`config.mk`:
```
export PLATFORM = sky130hd
export DESIGN_NAME = dist_target_router
export DESIGN_NICKNAME = d
export VERILOG_FILES = /design/src/rtl/dist_route_pkg.sv /design/src/rtl/dist_route_ctrl.sv /design/src/rtl/dist_route_datapath.sv /design/src/rtl/dist_target_router.sv
export SDC_FILE = /design/constraint.sdc
export NUM_CORES = 1
export LEC_CHECK = 0
export BUFFER_PORTS_ARGS = -buffer_cell sky130_fd_sc_hd__clkbuf_2
export CAP_MARGIN = 20
export CELL_PAD_IN_SITES_DETAIL_PLACEMENT = 1
export CELL_PAD_IN_SITES_GLOBAL_PLACEMENT = 2
export CORE_MARGIN = 2
export CORE_UTILIZATION = 36
export DETAILED_ROUTE_END_ITERATION = 10
export PLACE_DENSITY_LB_ADDON = 0.1
export SYNTH_ARGS = -nofsm -noshare
export SYNTH_HDL_FRONTEND = slang
export SYNTH_SLANG_ARGS = --single-unit
```
`constraint.sdc`:
```
create_clock -name clk -period 3.95 [get_ports clk]
set_input_delay 0.395 -clock clk [delete_from_list [all_inputs] [get_ports clk]]
set_output_delay 0.395 -clock clk [all_outputs]
set_load 0.1 [all_outputs]
```
`src/rtl/dist_route_pkg.sv`:
```
package dist_route_pkg;
  localparam int IDX_W        = 10;   // interrupt index width inside the strobe struct
  localparam int MASK_W       = 8;    // target field width
  localparam int INTERNAL_CNT = 32;   // interrupts below this are per-CPU private
  localparam int TARGET_BASE  = 2048; // byte address of target field 0

  typedef struct packed {
    logic              wrStb;   // accepted write to a shared target field
    logic              rdStb;   // in-range read
    logic              errStb;  // bad access
    logic [IDX_W-1:0]  regIdx;  // interrupt number addressed by the bus
    logic [MASK_W-1:0] wrMask;  // write data already masked to existing CPUs
    logic              setStb;  // set-pending request (clear not active)
    logic              clrStb;  // clear-pending request
    logic [IDX_W-1:0]  pendIdx; // interrupt number of the request
  } dist_strobe_t;
endpackage

```
`src/rtl/dist_route_ctrl.sv`:
```
module dist_route_ctrl
  import dist_route_pkg::*;
#(
  parameter int NUM_IRQ = 64,
  parameter int NUM_CPU = 4,
  parameter int ADDR_W  = 12,
  parameter int PIRQ_W  = 6
) (
  input  logic              regWrEn,
  input  logic              regRdEn,
  input  logic [ADDR_W-1:0] regAddr,
  input  logic [7:0]        regWrData,
  input  logic              pendSet,
  input  logic              pendClr,
  input  logic [PIRQ_W-1:0] pendIrq,
  output dist_strobe_t      strobes
);
  localparam logic [ADDR_W-1:0] BASE      = ADDR_W'(TARGET_BASE);
  localparam logic [ADDR_W-1:0] LIMIT     = ADDR_W'(NUM_IRQ);
  localparam logic [MASK_W-1:0] CPU_MASK  = MASK_W'((1 << NUM_CPU) - 1);
  localparam bit                MULTI_CPU = (NUM_CPU > 1);

  logic [ADDR_W-1:0] offs;
  logic              inWindow;
  logic              isShared;
  logic              pendOk;
  logic [IDX_W-1:0]  idx;

  assign offs     = regAddr - BASE;
  assign inWindow = (regAddr >= BASE) && (offs < LIMIT);
  assign idx      = IDX_W'(offs);
  assign isShared = (idx >= IDX_W'(INTERNAL_CNT));
  assign pendOk   = (32'(pendIrq) < NUM_IRQ);

  always_comb begin
    strobes         = '0;
    strobes.wrStb   = regWrEn && inWindow && MULTI_CPU && isShared;
    strobes.rdStb   = regRdEn && inWindow;
    strobes.errStb  = (regWrEn || regRdEn) && !inWindow;
    strobes.regIdx  = idx;
    strobes.wrMask  = regWrData & CPU_MASK;
    strobes.clrStb  = pendClr && pendOk;
    strobes.setStb  = pendSet && pendOk && !pendClr;
    strobes.pendIdx = IDX_W'(pendIrq);
  end
endmodule

```
`src/rtl/dist_route_datapath.sv`:
```
module dist_route_datapath
  import dist_route_pkg::*;
#(
  parameter int NUM_IRQ = 64,
  parameter int NUM_CPU = 4
) (
  input  logic                       clk,
  input  logic                       rst,
  input  dist_strobe_t               strobes,
  output logic [7:0]                 regRdData,
  output logic                       regErr,
  output logic [NUM_CPU*NUM_IRQ-1:0] cpuPending
);
  localparam logic [NUM_CPU-1:0] ALL_CPUS = '1;

  logic [NUM_CPU-1:0] tgtQ [NUM_IRQ];
  logic [NUM_CPU-1:0] rdVal;
  logic               unusedMaskBits;

  assign unusedMaskBits = ^strobes.wrMask;

  for (genvar i = 0; i < NUM_IRQ; i++) begin : g_irq
    logic [NUM_CPU-1:0] tgtReg;
    logic [NUM_CPU-1:0] routeMask;
    logic [NUM_CPU-1:0] pendReg;
    logic               wrHere;
    logic               setHere;
    logic               clrHere;

    assign setHere = strobes.setStb && (strobes.pendIdx == IDX_W'(i));
    assign clrHere = strobes.clrStb && (strobes.pendIdx == IDX_W'(i));

    if (i < INTERNAL_CNT || NUM_CPU == 1) begin : g_fixed
      assign wrHere    = 1'b0;
      assign tgtReg    = (NUM_CPU == 1) ? '0 : ALL_CPUS;
      assign routeMask = ALL_CPUS;
    end else begin : g_shared
      assign wrHere = strobes.wrStb && (strobes.regIdx == IDX_W'(i));
      always_ff @(posedge clk) begin
        if (rst)         tgtReg <= '0;
        else if (wrHere) tgtReg <= strobes.wrMask[NUM_CPU-1:0];
      end
      assign routeMask = wrHere ? strobes.wrMask[NUM_CPU-1:0] : tgtReg;
    end

    always_ff @(posedge clk) begin
      if (rst)                      pendReg <= '0;
      else if (clrHere)             pendReg <= '0;
      else if (setHere)             pendReg <= routeMask;
      else if (wrHere && |pendReg)  pendReg <= routeMask;
    end

    assign tgtQ[i] = tgtReg;
    for (genvar c = 0; c < NUM_CPU; c++) begin : g_cpu
      assign cpuPending[c*NUM_IRQ + i] = pendReg[c];
    end
  end

  always_comb begin
    rdVal = '0;
    for (int i = 0; i < NUM_IRQ; i++) begin
      if (strobes.regIdx == IDX_W'(i)) rdVal = tgtQ[i];
    end
  end

  always_ff @(posedge clk) begin
    if (rst) begin
      regRdData <= '0;
      regErr    <= 1'b0;
    end else begin
      regRdData <= strobes.rdStb ? 8'(rdVal) : 8'h00;
      regErr    <= strobes.errStb;
    end
  end
endmodule

```
`src/rtl/dist_target_router.sv`:
```
module dist_target_router
  import dist_route_pkg::*;
#(
  parameter int NUM_IRQ = 64,
  parameter int NUM_CPU = 4,
  parameter int ADDR_W  = 12,
  parameter int PIRQ_W  = $clog2(NUM_IRQ)
) (
  input  logic                       clk,
  input  logic                       rst,
  input  logic                       regWrEn,
  input  logic                       regRdEn,
  input  logic [ADDR_W-1:0]          regAddr,
  input  logic [7:0]                 regWrData,
  output logic [7:0]                 regRdData,
  output logic                       regErr,
  input  logic                       pendSet,
  input  logic                       pendClr,
  input  logic [PIRQ_W-1:0]          pendIrq,
  output logic [NUM_CPU*NUM_IRQ-1:0] cpuPending
);
  dist_strobe_t strobes;

  dist_route_ctrl #(
    .NUM_IRQ(NUM_IRQ), .NUM_CPU(NUM_CPU), .ADDR_W(ADDR_W), .PIRQ_W(PIRQ_W)
  ) u_ctrl (
    .regWrEn  (regWrEn),
    .regRdEn  (regRdEn),
    .regAddr  (regAddr),
    .regWrData(regWrData),
    .pendSet  (pendSet),
    .pendClr  (pendClr),
    .pendIrq  (pendIrq),
    .strobes  (strobes)
  );

  dist_route_datapath #(
    .NUM_IRQ(NUM_IRQ), .NUM_CPU(NUM_CPU)
  ) u_dp (
    .clk       (clk),
    .rst       (rst),
    .strobes   (strobes),
    .regRdData (regRdData),
    .regErr    (regErr),
    .cpuPending(cpuPending)
  );
endmodule

```
==> results of run 1 <==
## sequential cells by signal (all words and copies together), names as in the netlist
| name | flops |
|---|---|
| u_dp.g_irq.pendReg | 160 |
| u_dp.regErr | 1 |
| u_dp.regRdData | 4 |
| u_dp.g_irq.tgtReg | 128 |
## metal layers
layer / track usage, % / share of wire, % / wire [um]
met1: 31.9 / 43 / 22600
met2: 43.2 / 49 / 25700
met3: 3.27 / 3.7 / 1950
met4: 9.23 / 3.7 / 1920
met5: 0 / 0 / 0
## critical path: stages
cell      delay (ps)
clkbuf_2         250
buf_4            270
nor2_1           390
nand3_1          690
nor2_1           620
a22oi_1          280
or2_0            280
a21oi_1          140
## cell usage in the layout (no fill, tap or decap), types with 12 or more instances in the layout
cell,n
a211oi_1,52
o22ai_1,12
a21oi_1,72
nor3_1,19
buf_4,52
dfxtp_1,293
mux2_2,112
nor2b_1,119
a21o_1,36
nor2_1,212
a22oi_1,30
or4_1,30
clkbuf_2,287
nand3_1,20
clkbuf_16,36
mux2i_1,142
o21ai_0,21
nand2b_1,12
nand2_1,33
## report_power, final
part | internal [uW] | total [uW] | switching (uW)
logic | 86.5 | 391 | 304
registers | 2960 | 2960 | 2.39
clock network | 1850 | 3140 | 1280
total | 4900 | 6490 | 1590
## cells by family after synthesis
group | after synthesis | share of synthesized area (%)
AO/OA/AOI/OAI | 280 | 13.4
buffers and inverters | 189 | 7.81
flip-flops | 293 | 41.4
multiplexers | 257 | 19.3
other | 1 | 0.0265
AND/OR/NAND/NOR | 499 | 18.0
## through the flow
| step | hold WS (ps) | total power, uW | setup slack, ps |
|---|---|---|---|
| 4_1_cts | 143 | 6570 | 1140 |
| 2_1_floorplan | 467 | 3280 | 1480 |
| 5_1_grt | 202 | 6720 | 945 |
| 3_5_place_dp | 462 | 3410 | 603 |
| 3_3_place_gp | 462 | 3410 | 611 |
| 6_report | 173 | 6490 | 1070 |
## worst max path at each step
stage,end,start,slack [ps],cells after the start
floorplan,u_dp.g_irq[39].pendReg[0],regAddr[8],1480,7
global placement,u_dp.g_irq[42].pendReg[3],regAddr[0],610,8
detailed placement,u_dp.g_irq[42].pendReg[3],regAddr[0],600,8
CTS,u_dp.g_irq[42].pendReg[3],regAddr[0],1140,8
global route,u_dp.g_irq[42].pendReg[3],regAddr[1],950,8
finish,u_dp.g_irq[42].pendReg[3],regAddr[0],1070,8
## cell type report
cell class | count | area (um^2)
clock buffers | 51 | 1020
inverters | 7 | 26.3
repair buffers | 342 | 1880
clock inverters | 7 | 78.8
diodes | 1 | 2.50
multi-input cells | 1040 | 7240
well taps | 518 | 648
fillers | 4544 | 22000
flip-flops and latches | 293 | 5870
==> summary.txt, run 1 <==
STA
  • Worst Max-Slew Pin Slew: 1140 ps
  • FMAX: 0.347 GHz
  • Clock skew: 18.1 ps
  • Slew Limit Fails: 0
  • Clock period minus worst slack: 2880 ps
  • RSZ-0062 raised after global routing: false
  • Slew margin rel.: 24.0%
  • Final Setup Violations: 0
  • Final setup TNS: 0 ps
  • Period utilization: 72.9%
  • Final Hold Fails: 0

Clock network
  • Cts repair resizes: 0
  • Worst skew pair latency: 540 ps
  • Bufs on Longest Clock Path: 3
  • Hold Buf Count CTS: 0
  • Clk sinks: 293
  • Root buffer cell: clkbuf_16
  • CTS H-tree depth: 2
  • Post-CTS setup buffers: 0
  • CTS tree: yes
  • Total CTS buffers: 36
  • Reg clk slew, reported paths: 60 ps

Routing
  • Detailed-route via count: 12,085
  • Via-per-instance ratio: 5.35
  • Iteration-0 DRC Markers: 701
  • Detailed Routing Iterations Pass 1: 7
  • Wirelength, routed: 52,100 um
  • DRC: 0
  • Post-DRT Antenna Nets: 0
  • Wire length per cell: 23.1 um

Synth
  • Count of cell types in the netlist: 66
  • Ys async rst share: 0%
  • Top-count cell post-synth: dfxtp_1
  • Synth top area cells: dfxtp_1 (41%), mux2i_1 (10%), mux2_2 (8.9%)
  • Post-synth EDFFs: 0
  • Top cell type by total area after synthesis: dfxtp_1
  • Avg Cell Area, Syn: 9.32 um^2
  • Cell Area, Synth: 14,200 um^2
  • Synthesis-stage register bit count: 293
  • Post-synthesis sequential area ratio: 41.4%
  • Top FF cell, synth: dfxtp_1
  • Top cell type's share of synthesized area: 41.4%
  • Ys Warns: 0
  • Synth cell count leaders: dfxtp_1 (293), nor2_1 (214), mux2i_1 (142), nor2b_1 (119), mux2_2 (112)
  • Mapped Cells: 1,519

Global route
  • Number of global-route vias before repair: 12,371
  • GRT overflow: 0
  • All-layer global routing usage: 25.1%
  • First-pass GRT wire length: 78,300 um
  • Antenna violations before repair: 1
  • Pin count of the biggest net entering global routing: 78

Final layout
  • Post-Layout Cell Count: 2,259
  • Area growth from synthesis to layout: 18.3%
  • Final layout net count: 1,752
  • Design area: 16,800 um^2
  • Layout cell share with drive strength beyond 1: 29.7%
  • Final core utilization: 43.3%

Flow run
  • Max-cap violations: 0

Power
  • VDD IR-drop max: 0.229 mV
  • Pwr Density: 387 nW/um^2
  • Leak: 0.00786 uW

Setup path
  • Crit path capture type: flip-flop
  • Crit path kind: input pin to flip-flop
  • Critical path fanouts, max: 14
  • Critical Path RT: 4410 ps
  • Critical path startpoint category: input pin
  • Register-to-Register Path Depth: 6
  • Reg2reg end: u_dp.regRdData[3]
  • R2R Path Start: u_dp.g_irq[51].tgtReg[3]
  • Setup slack, reg-to-reg: 1620 ps
  • Arr. time, crit path: 3340 ps

Placement
  • Placed inst area: 15,700 um^2
  • Number of placed instances, taps included: 2,200
  • Final RePlAce weighted congestion: 0.881
  • Port Buffers: 288
  • Detailed placer's ending HPWL: 38,500 um

Floorplan
  • Area of the die: 40,900 um^2
  • Core ar.: 38,700 um^2
  • Die width: 202 um
  • Starting Density: 36.6%
  • FP Rows: 72
  • IO Pins: 297
  • Die height: 202 um

Min path
  • HP Start: regRdEn
  • Worst Hold Endpoint: u_dp.regErr
  • Hold path cells: 3
  • HP Class: input pin to flip-flop

Run status
  • Status: finished, final reports clean
Power figures use the tool's default switching activity.
==> run 2: changes to the inputs <==
--- a/config.mk
+++ b/config.mk
@@ -5,12 +5,13 @@
 export SDC_FILE = /design/constraint.sdc
 export NUM_CORES = 1
 export LEC_CHECK = 0
+export ABC_AREA = 1
 export BUFFER_PORTS_ARGS = -buffer_cell sky130_fd_sc_hd__clkbuf_2
 export CAP_MARGIN = 20
 export CELL_PAD_IN_SITES_DETAIL_PLACEMENT = 1
 export CELL_PAD_IN_SITES_GLOBAL_PLACEMENT = 2
 export CORE_MARGIN = 2
-export CORE_UTILIZATION = 36
+export CORE_UTILIZATION = 27
 export DETAILED_ROUTE_END_ITERATION = 10
 export PLACE_DENSITY_LB_ADDON = 0.1
 export SYNTH_ARGS = -nofsm -noshare
==> constraint.sdc (replaced) <==
create_clock -name clk -period 2.3 [get_ports clk]
set_input_delay 0.23 -clock clk [delete_from_list [all_inputs] [get_ports clk]]
set_output_delay 0.23 -clock clk [all_outputs]
set_load 0.1 [all_outputs]
==> summary.txt, run 2 <==
Synth
  • Count of cell types in the netlist: 45 (-32%)
  • Ys Warns: 0 (unchanged)
  • Cell Area, Synth: 14,000 um^2 (-0.97%)
  • Top-count cell post-synth: nor2_1
  • Post-synthesis sequential area ratio: 41.8% (+0.41 points)
  • Avg Cell Area, Syn: 7.24 um^2 (-22%)
  • Ys async rst share: 0% (unchanged)
  • Synth cell count leaders: nor2_1 (323), dfxtp_1 (293), nand2_1 (264), inv_1 (233), o21ai_0 (156)
  • Top FF cell, synth: dfxtp_1
  • Top cell type by total area after synthesis: dfxtp_1
  • Synth top area cells: dfxtp_1 (42%), nor2_1 (8.6%), nand2_1 (7.1%)
  • Top cell type's share of synthesized area: 41.8% (+0.41 points)
  • Post-synth EDFFs: 0 (unchanged)
  • Mapped Cells: 1,937 (+28%)
  • Synthesis-stage register bit count: 293 (unchanged)

Clock network
  • Worst skew pair latency: 560 ps (+20 ps)
  • CTS H-tree depth: 2 (unchanged)
  • CTS tree: yes
  • Bufs on Longest Clock Path: 3 (unchanged)
  • Clk sinks: 293 (unchanged)
  • Reg clk slew, reported paths: 60 ps (about the same)
  • Total CTS buffers: 38 (+5.6%)
  • Root buffer cell: clkbuf_16

Global route
  • All-layer global routing usage: 20.9% (-4.2 points)
  • GRT overflow: 0 (unchanged)
  • Pin count of the biggest net entering global routing: 104 (+33%)
  • First-pass GRT wire length: 85,100 um (+8.7%)
  • Antenna violations before repair: 0 (-1)
  • Number of global-route vias before repair: 14,059 (+14%)

STA
  • Period utilization: 99.5%
  • Worst Max-Slew Pin Slew: 776 ps (-363 ps)
  • FMAX: 0.437 GHz
  • Slew Limit Fails: 0 (unchanged)
  • RSZ-0062 raised after global routing: true
  • Final Hold Fails: 0 (unchanged)
  • Clock period minus worst slack: 2290 ps
  • Final setup TNS: 0 ps (unchanged)
  • Final Setup Violations: 0 (unchanged)
  • Clock skew: 18.8 ps (+0.704 ps)
  • Slew margin rel.: 48.2% (+24 points)

Power
  • Pwr Density: 668 nW/um^2 (+73%)
  • Leak: 0.00725 uW (-7.7%)
  • VDD IR-drop max: 0.373 mV (+63%)

Placement
  • Placed inst area: 16,500 um^2 (+5.2%)
  • Detailed placer's ending HPWL: 44,000 um (+14%)
  • Port Buffers: 288 (unchanged)
  • Final RePlAce weighted congestion: 0.862 (-2.2%)

Setup path
  • Arr. time, crit path: 2740 ps (-600 ps)
  • Family with the most delay on the worst path: simple AND/OR/NAND/NOR gates
  • Critical Path RT: 2760 ps (-1650 ps)
  • Critical path fanouts, max: 2 (-12)
  • Crit-path cells: nand3_1, nand2_1, a21oi_2, nand3_1, nor2_2, nand4_1, nand2_1, nand4_1, nand2_1, nand4_1, nand2_1, nand4_1, nand2_1, nand4_1, nand2_1, nand4_1, nand2_1, nand3_1, nand2_1, inv_1
  • Reg2reg end: u_dp.regRdData[3]
  • Crit-path max cell delay: 340 ps (-350 ps)
  • R2R Path Start: u_dp.g_irq[32].tgtReg[3]
  • Critical path startpoint category: flip-flop
  • Critical path's most frequent cell: nand2_1
  • Setup slack, reg-to-reg: 10 ps (-1610 ps)
  • Crit path capture type: flip-flop
  • Register-to-Register Path Depth: 20 (+14)
  • Crit path kind: flip-flop to flip-flop
  • Critical path's slowest cell: dfxtp_2
  • Crit path buf inv count: 1 (-1)

Floorplan
  • FP Rows: 83 (+15%)
  • Die width: 232 um (+15%)
  • Starting Density: 27.3% (-9.2 points)
  • Die height: 232 um (+15%)
  • IO Pins: 297 (unchanged)
  • Area of the die: 53,800 um^2 (+31%)
  • Core ar.: 51,300 um^2 (+32%)

Routing
  • Metal3 WL: 1650 um (-16%)
  • Post-DRT Antenna Nets: 0 (unchanged)
  • Met2 WL: 27,000 um (+5.3%)
  • Iteration-0 DRC Markers: 644 (-8.1%)
  • Routed met1 length: 27,200 um (+21%)
  • Wire length per cell: 19.3 um (-16%)
  • Detailed Routing Iterations Pass 1: 5 (-2)
  • Highest routed layer: met4
  • Wirelength, routed: 57,100 um (+9.7%)
  • Via-per-instance ratio: 4.68 (-12%)
  • DRC: 0 (unchanged)
  • Detailed-route via count: 13,834 (+14%)

Final layout
  • Layout cell share with drive strength beyond 1: 26.0% (-3.7 points)
  • Design area: 17,800 um^2 (+6.0%)
  • Max reg flops: 160 (unchanged)
  • Commonest non-fill, non-tap cell in the layout: nor2_1
  • Biggest regs: u_dp.g_irq.pendReg (160), u_dp.g_irq.tgtReg (128), u_dp.regRdData (4)
  • Final core utilization: 34.6% (-8.6 points)
  • Largest reg by FF count: u_dp.g_irq.pendReg
  • Area growth from synthesis to layout: 26.6%
  • FF+latch area: 5870 um^2 (about the same)
  • Area occupied by multi-input gates: 6210 um^2 (-14%)
  • Most frequent cells in the layout: nor2_1 (319), dfxtp_1 (290), clkbuf_2 (287)
  • Layout filler cell count: 6,402 (+41%)
  • Final layout net count: 2,285 (+30%)

Min path
  • Worst Hold Endpoint: u_dp.g_irq[14].pendReg[0]
  • Hold path cells: 3 (unchanged)
  • HP Class: input pin to flip-flop
  • HP Start: pendIrq[5]

Run status
  • Status: finished, final reports clean

Flow run
  • Max-cap violations: 0 (unchanged)
run 2: cell types whose count changed in the layout (fill, tap and decap cells not counted), moves of 107 or more:
cell     previous run  this run
inv_1               6       231
mux2_2            112         0
mux2i_1           142         0
nand2_1            33       263
nor2_1            212       319
nor2b_1           119         0
o21ai_0            21       156
run 2: metal layers:
metal	vias up	global-route usage [%]
met5	-	0
met4	0	6.11
met3	63	2.46
met2	215	35.1
met1	6612	28.0
li1	6944	-
run 2: worst register-to-register path, stage by stage (launching register included):
cell and delay [ps]:
dfxtp_2 340, nand3_1 80, nand2_1 60, a21oi_2 90
nand3_1 90, nor2_2 120, nand4_1 110, nand2_1 90
nand4_1 110, nand2_1 110, nand4_1 120, nand2_1 120
nand4_1 90, nand2_1 90, nand4_1 100, nand2_1 110
nand4_1 80, nand2_1 90, nand3_1 70, nand2_1 60
inv_1 40
run 2: area by class of cell:
type | count | area share, %
diodes | 1 | 0.0141
well taps | 680 | 4.79
multi-input cells | 1223 | 35.0
inverters | 266 | 5.64
flip-flops and latches | 293 | 33.1
clock inverters | 7 | 0.514
repair buffers | 431 | 14.6
clock buffers | 53 | 6.37
run 2: kinds of logic (layout without fill, tap and decap cells):
family / count (synthesis) / after routing / synth area share [%]
simple gates: 761 / 761 / 23.7
compound gates: 458 / 458 / 20.3
buf+inv: 424 / 757 / 14.2
flops: 293 / 293 / 41.8
other cells: 1 / 5 / 0.0267
run 2: per-stage QoR:
| stage | cells | power (uW) | hold slack [ps] | worst slack [ps] |
|---|---|---|---|---|
| 2_1_floorplan | 1940 | 5670 | 383 | 348 |
| 3_3_place_gp | 2891 | 6000 | 499 | -463 |
| 3_5_place_dp | 2891 | 6000 | 503 | -504 |
| 4_1_cts | 2953 | 12000 | 58.8 | -36.2 |
| 5_1_grt | 2953 | 12300 | 91.2 | -259 |
| 6_report | 2954 | 11900 | 85.3 | 12.4 |
run 2: worst max path at each step:
stage	endpoint	start	cells past startpoint	slack, ps
after floorplan	u_dp.regRdData[1]	regAddr[6]	24	350
after CTS	u_dp.regRdData[3]	u_dp.g_irq[32].tgtReg[3]	20	-40
final	u_dp.regRdData[3]	u_dp.g_irq[32].tgtReg[3]	20	10
after global placement	u_dp.regRdData[3]	regAddr[1]	24	-460
after detailed placement	u_dp.regRdData[3]	regAddr[1]	24	-500
after global routing	u_dp.regRdData[3]	u_dp.g_irq[32].tgtReg[3]	20	-260
run 2: report_power, final:
| group | total, uW | internal [uW] | switching [uW] |
|---|---|---|---|
| Combinational | 792 | 173 | 619 |
| Sequential | 5100 | 5090 | 11.2 |
| Clock | 5980 | 3620 | 2350 |
run 2: repair_timing:
item,CTS,global route
resized for setup,2,9
hold buffers,2,0
endpoints found under the hold margin,1,0
pin swaps,0,6
setup endpoints to repair,1,5
setup buffers,0,0
